**config.mk**
```make
export PLATFORM = sky130hd
export DESIGN_NAME = ser_xcvr
export DESIGN_NICKNAME = d
export VERILOG_FILES = /design/src/rtl/ser_xcvr_pkg.sv /design/src/rtl/ser_xcvr_tx.sv /design/src/rtl/ser_xcvr_rx.sv /design/src/rtl/ser_xcvr.sv
export SDC_FILE = /design/constraint.sdc
export NUM_CORES = 1
export LEC_CHECK = 0
export ABC_AREA = 0
export ABC_CLOCK_PERIOD_IN_PS = 2340
export BUFFER_PORTS_ARGS = -buffer_cell sky130_fd_sc_hd__buf_2
export CAP_MARGIN = 20
export CELL_PAD_IN_SITES_DETAIL_PLACEMENT = 1
export CELL_PAD_IN_SITES_GLOBAL_PLACEMENT = 1
export CORE_UTILIZATION = 42
export CTS_CLUSTER_DIAMETER = 100
export DETAILED_ROUTE_END_ITERATION = 6
export GPL_TIMING_DRIVEN = 0
export PLACE_DENSITY = 0.78
export SETUP_SLACK_MARGIN = 0.02
export SLEW_MARGIN = 10
export SYNTH_ARGS = -nofsm -noshare
export SYNTH_HDL_FRONTEND = slang
export SYNTH_HIERARCHICAL = 1
export SYNTH_SLANG_ARGS = --single-unit
```
**constraint.sdc**
```tcl
create_clock -name clk -period 2.34 [get_ports clk]
set_clock_uncertainty 0.15 [all_clocks]
set_input_delay 0.234 -clock clk [delete_from_list [all_inputs] [get_ports clk]]
set_output_delay 0.234 -clock clk [all_outputs]
set_load 0.005 [all_outputs]
```
**src/rtl/ser_xcvr_pkg.sv**
```systemverilog
package ser_xcvr_pkg;

    typedef enum logic [1:0] {
        TX_IDLE  = 2'd0,
        TX_START = 2'd1,
        TX_DATA  = 2'd2,
        TX_STOP  = 2'd3
    } tx_state_e;

    typedef enum logic [1:0] {
        RX_IDLE  = 2'd0,
        RX_START = 2'd1,
        RX_DATA  = 2'd2,
        RX_STOP  = 2'd3
    } rx_state_e;

    function automatic logic vote3(input logic a, input logic b, input logic c);
        return (a & b) | (a & c) | (b & c);
    endfunction

endpackage

```
**src/rtl/ser_xcvr_tx.sv**
```systemverilog
module ser_xcvr_tx
    import ser_xcvr_pkg::*;
#(
    parameter int DATA_W = 8,
    parameter int OSR    = 16
) (
    input  logic              clk,
    input  logic              rst_n,
    input  logic              tick,
    input  logic              load,
    input  logic [DATA_W-1:0] load_data,
    output logic              txd,
    output logic              busy,
    output logic              done
);
    localparam int CW = $clog2(OSR);
    localparam int IW = (DATA_W > 1) ? $clog2(DATA_W) : 1;

    tx_state_e         st_q, st_d;
    logic [CW-1:0]     cnt_q;
    logic [IW-1:0]     idx_q;
    logic [DATA_W-1:0] sh_q;
    logic              done_q;
    logic              bit_end;

    assign bit_end = tick && (cnt_q == CW'(OSR - 1));

    always_comb begin
        st_d = st_q;
        unique case (st_q)
            TX_IDLE:  if (load) st_d = TX_START;
            TX_START: if (bit_end) st_d = TX_DATA;
            TX_DATA:  if (bit_end && idx_q == IW'(DATA_W - 1)) st_d = TX_STOP;
            TX_STOP:  if (bit_end) st_d = TX_IDLE;
            default:  st_d = TX_IDLE;
        endcase
    end

    always_ff @(posedge clk or negedge rst_n) begin
        if (!rst_n) st_q <= TX_IDLE;
        else        st_q <= st_d;
    end

    always_ff @(posedge clk or negedge rst_n) begin
        if (!rst_n) begin
            cnt_q  <= '0;
            idx_q  <= '0;
            sh_q   <= '0;
            done_q <= 1'b0;
        end else begin
            done_q <= (st_q == TX_DATA) && (st_d == TX_STOP);
            if (st_q == TX_IDLE) begin
                cnt_q <= '0;
                idx_q <= '0;
                if (load) sh_q <= load_data;
            end else if (tick) begin
                cnt_q <= bit_end ? '0 : cnt_q + 1'b1;
                if (bit_end && st_q == TX_DATA) begin
                    sh_q  <= sh_q >> 1;
                    idx_q <= idx_q + 1'b1;
                end
            end
        end
    end

    always_comb begin
        busy = (st_q != TX_IDLE);
        done = done_q;
        unique case (st_q)
            TX_START: txd = 1'b0;
            TX_DATA:  txd = sh_q[0];
            default:  txd = 1'b1;
        endcase
    end

    assert_busy_write_ignored_R2: assert property (@(posedge clk) disable iff (!rst_n)
        (st_q != TX_IDLE && load && !tick) |=> $stable(sh_q));

    assert_done_in_stop_R3: assert property (@(posedge clk) disable iff (!rst_n)
        done_q |-> (st_q == TX_STOP));

endmodule

```
**src/rtl/ser_xcvr_rx.sv**
```systemverilog
module ser_xcvr_rx
    import ser_xcvr_pkg::*;
#(
    parameter int DATA_W = 8,
    parameter int OSR    = 16
) (
    input  logic              clk,
    input  logic              rst_n,
    input  logic              tick,
    input  logic              enable,
    input  logic              line,
    output logic              done,
    output logic [DATA_W-1:0] data,
    output logic              stop_bit
);
    localparam int CW    = $clog2(OSR);
    localparam int IW    = (DATA_W > 1) ? $clog2(DATA_W) : 1;
    localparam int MID   = OSR / 2;
    localparam int EARLY = MID - 1;
    localparam int LATE  = MID + 1;

    rx_state_e         st_q, st_d;
    logic [CW-1:0]     cnt_q;
    logic [IW-1:0]     idx_q;
    logic [DATA_W-1:0] sh_q;
    logic [1:0]        vote_q;
    logic              stop_q;
    logic              done_q;
    logic              bit_end;
    logic              maj;

    assign bit_end = tick && (cnt_q == CW'(OSR - 1));
    assign maj     = vote3(vote_q[0], vote_q[1], line);

    always_comb begin
        st_d = st_q;
        unique case (st_q)
            RX_IDLE:  if (tick && enable && !line) st_d = RX_START;
            RX_START: begin
                if (tick && cnt_q == CW'(MID) && line) st_d = RX_IDLE;
                else if (bit_end)                     st_d = RX_DATA;
            end
            RX_DATA:  if (bit_end && idx_q == IW'(DATA_W - 1)) st_d = RX_STOP;
            RX_STOP:  if (tick && cnt_q == CW'(LATE)) st_d = RX_IDLE;
            default:  st_d = RX_IDLE;
        endcase
    end

    always_ff @(posedge clk or negedge rst_n) begin
        if (!rst_n) st_q <= RX_IDLE;
        else        st_q <= st_d;
    end

    always_ff @(posedge clk or negedge rst_n) begin
        if (!rst_n) begin
            cnt_q  <= '0;
            idx_q  <= '0;
            sh_q   <= '0;
            vote_q <= '0;
            stop_q <= 1'b0;
            done_q <= 1'b0;
        end else begin
            done_q <= 1'b0;
            if (st_q == RX_IDLE) begin
                cnt_q <= '0;
                idx_q <= '0;
            end else if (tick) begin
                cnt_q <= bit_end ? '0 : cnt_q + 1'b1;
                if (cnt_q == CW'(EARLY)) vote_q[0] <= line;
                if (cnt_q == CW'(MID))   vote_q[1] <= line;
                if (cnt_q == CW'(LATE)) begin
                    if (st_q == RX_DATA) sh_q <= {maj, sh_q[DATA_W-1:1]};
                    if (st_q == RX_STOP) begin
                        stop_q <= maj;
                        done_q <= 1'b1;
                    end
                end
                if (bit_end && st_q == RX_DATA) idx_q <= idx_q + 1'b1;
            end
        end
    end

    always_comb begin
        done     = done_q;
        data     = sh_q;
        stop_bit = stop_q;
    end

    assert_no_start_disabled_R4: assert property (@(posedge clk) disable iff (!rst_n)
        (st_q == RX_IDLE && !enable) |=> (st_q == RX_IDLE));

    assert_done_after_stop_R1: assert property (@(posedge clk) disable iff (!rst_n)
        done_q |-> ($past(st_q) == RX_STOP));

endmodule

```
**src/rtl/ser_xcvr.sv**
```systemverilog
module ser_xcvr
    import ser_xcvr_pkg::*;
#(
    parameter int DATA_W = 8,
    parameter int OSR    = 16,
    parameter int SYNC_N = 2
) (
    input  logic              clk,
    input  logic              rst_n,
    input  logic              tx_tick,
    input  logic              rx_tick,
    input  logic              txbuf_wr,
    input  logic [DATA_W-1:0] txbuf_wdata,
    input  logic              rx_en,
    input  logic              stop_chk,
    input  logic              irq_en,
    input  logic              tx_flag_clr,
    input  logic              rx_flag_clr,
    input  logic              rxd,
    output logic              txd,
    output logic [DATA_W-1:0] rxbuf_rdata,
    output logic              rx_stop,
    output logic              tx_flag,
    output logic              rx_flag,
    output logic              irq
);
    logic [SYNC_N-1:0] sync_q;
    logic              tx_busy, tx_done;
    logic              rx_done, rx_stop_raw;
    logic [DATA_W-1:0] rx_byte;
    logic              commit;
    logic              tx_flag_q, rx_flag_q, stop_q;
    logic [DATA_W-1:0] rxbuf_q;

    always_ff @(posedge clk or negedge rst_n) begin
        if (!rst_n) sync_q <= '1;
        else        sync_q <= {sync_q[SYNC_N-2:0], rxd};
    end

    ser_xcvr_tx #(.DATA_W(DATA_W), .OSR(OSR)) u_tx (
        .clk(clk), .rst_n(rst_n), .tick(tx_tick), .load(txbuf_wr),
        .load_data(txbuf_wdata), .txd(txd), .busy(tx_busy), .done(tx_done)
    );

    ser_xcvr_rx #(.DATA_W(DATA_W), .OSR(OSR)) u_rx (
        .clk(clk), .rst_n(rst_n), .tick(rx_tick), .enable(rx_en),
        .line(sync_q[SYNC_N-1]), .done(rx_done), .data(rx_byte),
        .stop_bit(rx_stop_raw)
    );

    assign commit = rx_done && !rx_flag_q && (!stop_chk || rx_stop_raw);

    always_ff @(posedge clk or negedge rst_n) begin
        if (!rst_n) begin
            tx_flag_q <= 1'b0;
            rx_flag_q <= 1'b0;
            stop_q    <= 1'b0;
            rxbuf_q   <= '0;
        end else begin
            if (tx_done)          tx_flag_q <= 1'b1;
            else if (tx_flag_clr) tx_flag_q <= 1'b0;
            if (commit) begin
                rx_flag_q <= 1'b1;
                rxbuf_q   <= rx_byte;
                stop_q    <= rx_stop_raw;
            end else if (rx_flag_clr) begin
                rx_flag_q <= 1'b0;
            end
        end
    end

    always_comb begin
        tx_flag     = tx_flag_q;
        rx_flag     = rx_flag_q;
        rx_stop     = stop_q;
        rxbuf_rdata = rxbuf_q;
        irq         = irq_en && (tx_flag_q || rx_flag_q);
    end

    assert_flag_hold_R9: assert property (@(posedge clk) disable iff (!rst_n)
        (rx_flag_q && !rx_flag_clr) |=> rx_flag_q);

    assert_buf_locked_R7: assert property (@(posedge clk) disable iff (!rst_n)
        rx_flag_q |=> ($stable(rxbuf_q) && $stable(stop_q)));

    assert_stop_reject_R8: assert property (@(posedge clk) disable iff (!rst_n)
        (rx_done && stop_chk && !rx_stop_raw && !rx_flag_q) |=> !rx_flag_q);

    assert_txflag_in_stop_R3: assert property (@(posedge clk) disable iff (!rst_n)
        $rose(tx_flag_q) |-> tx_busy);

endmodule

```
# After elaboration in Yosys (flattened, before gate mapping)
# Index checks and enable logic that the tools add are counted.
# word_totals
register_bits	52
latch_bits	0
ram_bits	0
rom_bits	0
inputBits	19
out_inout_bits	13
elab_cells	119
mem_count	0
# op_classes
addsub	4
n_mul	0
n_div	0
order_cmp	0
eq_ne	19
shift	0
n_mux	36
n_bitwise	6
reduce_logical	36
# op_table
operator	count
8-bit two-way mux	4
4-bit two-way mux	6
2-bit two-way mux	9
3-bit two-way mux	6
4-bit equality test (second input constant)	4
2-bit one-hot mux with 4 select lines	2
1-bit logical AND	15
4-bit AND reduction	3
2-bit nonzero test	6
2-bit equality test (second input constant)	5
3-bit AND reduction	3
4-bit by 1-bit adder with 4-bit output (second input constant)	2
1-bit two-way mux	8
3-bit by 1-bit adder with 3-bit output (second input constant)	2
3-bit equality test (second input constant)	2
2-bit by 1-bit != test with 1-bit output (second input constant)	3
2-bit by 1-bit equality test with 1-bit output (second input constant)	2
4-bit by 3-bit equality test with 1-bit output (second input constant)	1
2-bit zero test	2
2-bit AND reduction	2
1-bit bitwise AND	3
1-bit zero test	3
3-bit by 1-bit != test with 1-bit output (second input constant)	1
1-bit logical OR	2
4 further kinds	5

# Depth between registers and ports, before layout
# depth
ltp_word	7
mapped_depth	5
ltp_nobuf	5

# Modules after synthesis
# Netlist, hierarchy kept.
# modules_own_cells
mod	instances	cells_each	area_per_inst_um2	seq_area_each_um2
ser_xcvr_rx	1	85	1019.7	525.5
ser_xcvr_tx	1	86	934.6	450.4
ser_xcvr	1	31	493.0	327.8

# Worst setup path before layout
# OpenSTA, ideal clock, no wires.
# synth_timing
path_type	register -> register
from	reg u_rx.cnt_q[1]
to	reg u_rx.sh_q[0], in the netlist u_rx/data[0]
setup_ns	0.125
arrival_time_ns	1.412
required_time_ns	2.065
setup_slack_ns	0.653
stages_incl_launch_ff	6
path_buffers	0
synth_period_minus_slack_ns	1.687
path_cell_list	dfrtp_1 -> inv_1 -> ha_1 -> nand4b_2 -> nor3_4 -> mux2_2
# synth_between
elab_chain_len	2
# synth_rtl
element	line_no	source
start: declaration	ser_xcvr_rx.sv:23	logic [CW-1:0] cnt_q;
start signal: assignment	ser_xcvr_rx.sv:68	cnt_q <= bit_end ? '0 : cnt_q + 1'b1;
4-bit equality test	ser_xcvr_rx.sv:71	if (cnt_q == CW'(LATE)) begin
4-bit AND reduction (no source line)	--	
end signal: assignment	ser_xcvr_rx.sv:72	if (st_q == RX_DATA) sh_q <= {maj, sh_q[DATA_W-1:1]};
end: declaration	ser_xcvr_rx.sv:25	logic [DATA_W-1:0] sh_q;
# No other way between the ends.
# A chain may end at the register's enable or synchronous reset.

# Final worst setup path
# layout_timing
from	reg u_rx.cnt_q[1]
to	reg u_rx.sh_q[5], in the netlist u_rx/data[5]
# The elaborated chain is that of the path after synthesis.

==> reports/qor.yml <==
outcome:
  run_status: "finished, final reports clean"
critical_path:
  crit_chain: "inv_1 -> ha_1 -> nand4b_2 -> nor3_4 -> mux2_2"
  rr_endpoint: "u_rx/data[5]$_DFFE_PN0P_"
  cp_num_cells: 5
  crit_path_top_delay_cell: "dfrtp_1"
  reg2reg_from: "u_rx/cnt_q[1]$_DFFE_PN0P_"
  crit_fanout: 8
  r2r_setup_slack_ns: 0.46
  worst_r2r_path_depth: 5
  cpPeakStageDelay_ns: 0.42
  cp-start-kind: "flop"
  critPathArrivalTime_ns: 1.92
  setup.worst_path.class: "flop to flop"
  endpoint_kind: "flop"
  critical_path_buf_inv_count: 1
  cp_top_family: "simple AND/OR/NAND/NOR gates"
  worstPathRequired_ns: 2.38
yosys:
  syn_area_sq_um: 2440
  synth_nets: 228
  avgSynthCellArea_sq_um: 12.2
  netlist_instances: 201
  ys.warnings.count: 6
finish:
  drive_gt1_frac: 0.298
  utilization: 0.510
  syn2layout_area_growth_pct: 15.6
  fin_cells: 314
  nets: 268
  antenna_cells: 0
power_and_ir_drop:
  switching_share: 0.325
  combPwrFrac: 0.236
  peakVddDrop_mv: 0.393
  pwr-share-clk: 0.232
  p_sw_mw: 0.753
  p_int_mw: 1.56
  p_leak_nw: 1.35
  p_per_area_nw_per_um2: 819
  p_seq_frac: 0.532
detailed_routing:
  routed_wl_um: 4640
  via_per_inst: 5.26
  ant_nets: 0
  wl_per_cell_um: 14.8
  dr.pass1.iters: 5
  drt-initial-drc-count: 104
  dr_total_vias: 1653
  remaining_drc_errors: 0
timing:
  layout_min_cycle_time_ns: 1.88
  setup_ws_ns: 0.455
  worst_pin_slew_ns: 0.600
  drv_slew: 0
  period_share: 0.805
  tns_ns: 0
  setup_viol: 0
  rsz0062_at_grt: "false"
  hold_viol: 0
  max_freq_mhz: 531
  max_slew_margin: 0.600
  timing.hold.ws_ns: 0.0596
worst_hold_path:
  hp-start: "tx_flag_clr"
  whs_path_depth: 3
  min_to: "tx_flag$_DFFE_PN0P_"
  hold_path.class: "input port to flop"
placement:
  dpl.cell_count: 303
  portBuffers: 29
  place.gp.congestion: 0.763
  hpwl_um: 3280
  pre_cts_ws_ns: 0.445
floorplan:
  num_io_pins: 32
  die_height_um: 78.3
  die_w_um: 78.3
  initial_utilization: 0.441
  row_count: 27
  core_sq_um: 5540
  dieArea_sq_um: 6130
clocking:
  clk_latency_ns: 0.30
  numCtsBuffers: 5
  cts_tree: "done"
  clock-sinks: 52
  cts_buffer_depth: 2
  clk_pin_slew_ns: 0.09
  cts_max_level: 2
  clockRootBuffer: "clkbuf_8"
  cts_setup_buffers: 0
global_routing:
  grt_max_degree: 28
  antenna_found_initial: 0
  grt_pass1_vias: 1605
  overflow: 0
  grt_pass1_wl_um: 7870
  grt_util_all_layers: 0.166
flow_run:
  cap_viol_max_count: 0
sequential cells by signal, summed over array words and instances (netlist names), 3 cells and up, named ones only:
name,flops
u_rx/idx_q,3
u_rx/cnt_q,4
u_tx/sh_q,8
u_rx/data,8
u_tx/cnt_q,4
rxbuf_rdata,8
u_tx/idx_q,3
layer usage:
layer  track usage  vias to the layer above  share of wire
met2         0.260                       33           0.46
li1              -                      797              -
met4        0.0389                        0         0.0080
met5             0                        -              0
met1         0.234                      818           0.51
met3        0.0395                        5          0.029
power by group through the flow:
stage	sequential, mW	clock [mW]	combinational [mW]
after floorplan	1.20	0	0.410
after global placement	1.24	0	0.513
after detailed placement	1.24	0	0.547
after CTS	1.23	0.565	0.551
after global routing	1.26	0.595	0.621
final	1.23	0.537	0.546
cells in the final DEF, fill, tap and decap left out, drive strengths merged, types with 3 or more instances in the layout:
master	n
nand3	9
inv	10
o21ai	7
dlygate4sd3	3
buf	36
mux2	18
nor2	12
nor3b	3
o221a	7
dfrtp	50
nand2	12
clkbuf	7
a21oi	9
mux2i	3
or2b	3
ha	8
nand2b	9
metrics by stage:
stage / cell area, sq um / power [mW]
floorplan: 2440 / 1.61
global placement: 2680 / 1.75
detailed placement: 2700 / 1.79
CTS: 2830 / 2.35
global route: 2830 / 2.47
finish: 2830 / 2.31
worst max path at each step:
stage                                    end                       from
floorplan           u_rx/data[0]$_DFFE_PN0P_  u_rx/cnt_q[1]$_DFFE_PN0P_
global placement    u_rx/data[5]$_DFFE_PN0P_  u_rx/cnt_q[1]$_DFFE_PN0P_
detailed placement  u_rx/data[1]$_DFFE_PN0P_  u_rx/cnt_q[1]$_DFFE_PN0P_
CTS                 u_rx/data[5]$_DFFE_PN0P_  u_rx/cnt_q[1]$_DFFE_PN0P_
global route        u_rx/data[5]$_DFFE_PN0P_  u_rx/cnt_q[1]$_DFFE_PN0P_
finish              u_rx/data[5]$_DFFE_PN0P_  u_rx/cnt_q[1]$_DFFE_PN0P_
tightest hold or removal path, cell delays in order:
cell    delay [ns]
buf_2         0.10
inv_1         0.04
a21o_1        0.10
final cells by class:
type | count | area [sq um]
Timing Repair Buffer | 33 | 195
Multi-Input combinational cell | 133 | 1050
Inverter | 9 | 33.8
Fill cell | 627 | 2720
Sequential cell | 52 | 1300
Clock inverter | 2 | 13.8
Tap cell | 72 | 90.1
Buffer | 7 | 52.6
Clock buffer | 6 | 82.6
repair_timing:
item,CTS,global route
hold buffers,3,0
hold endpoints to repair,27,0
setup endpoints to repair,0,0
resized for setup,0,0
(Power assumes the default switching activity.)
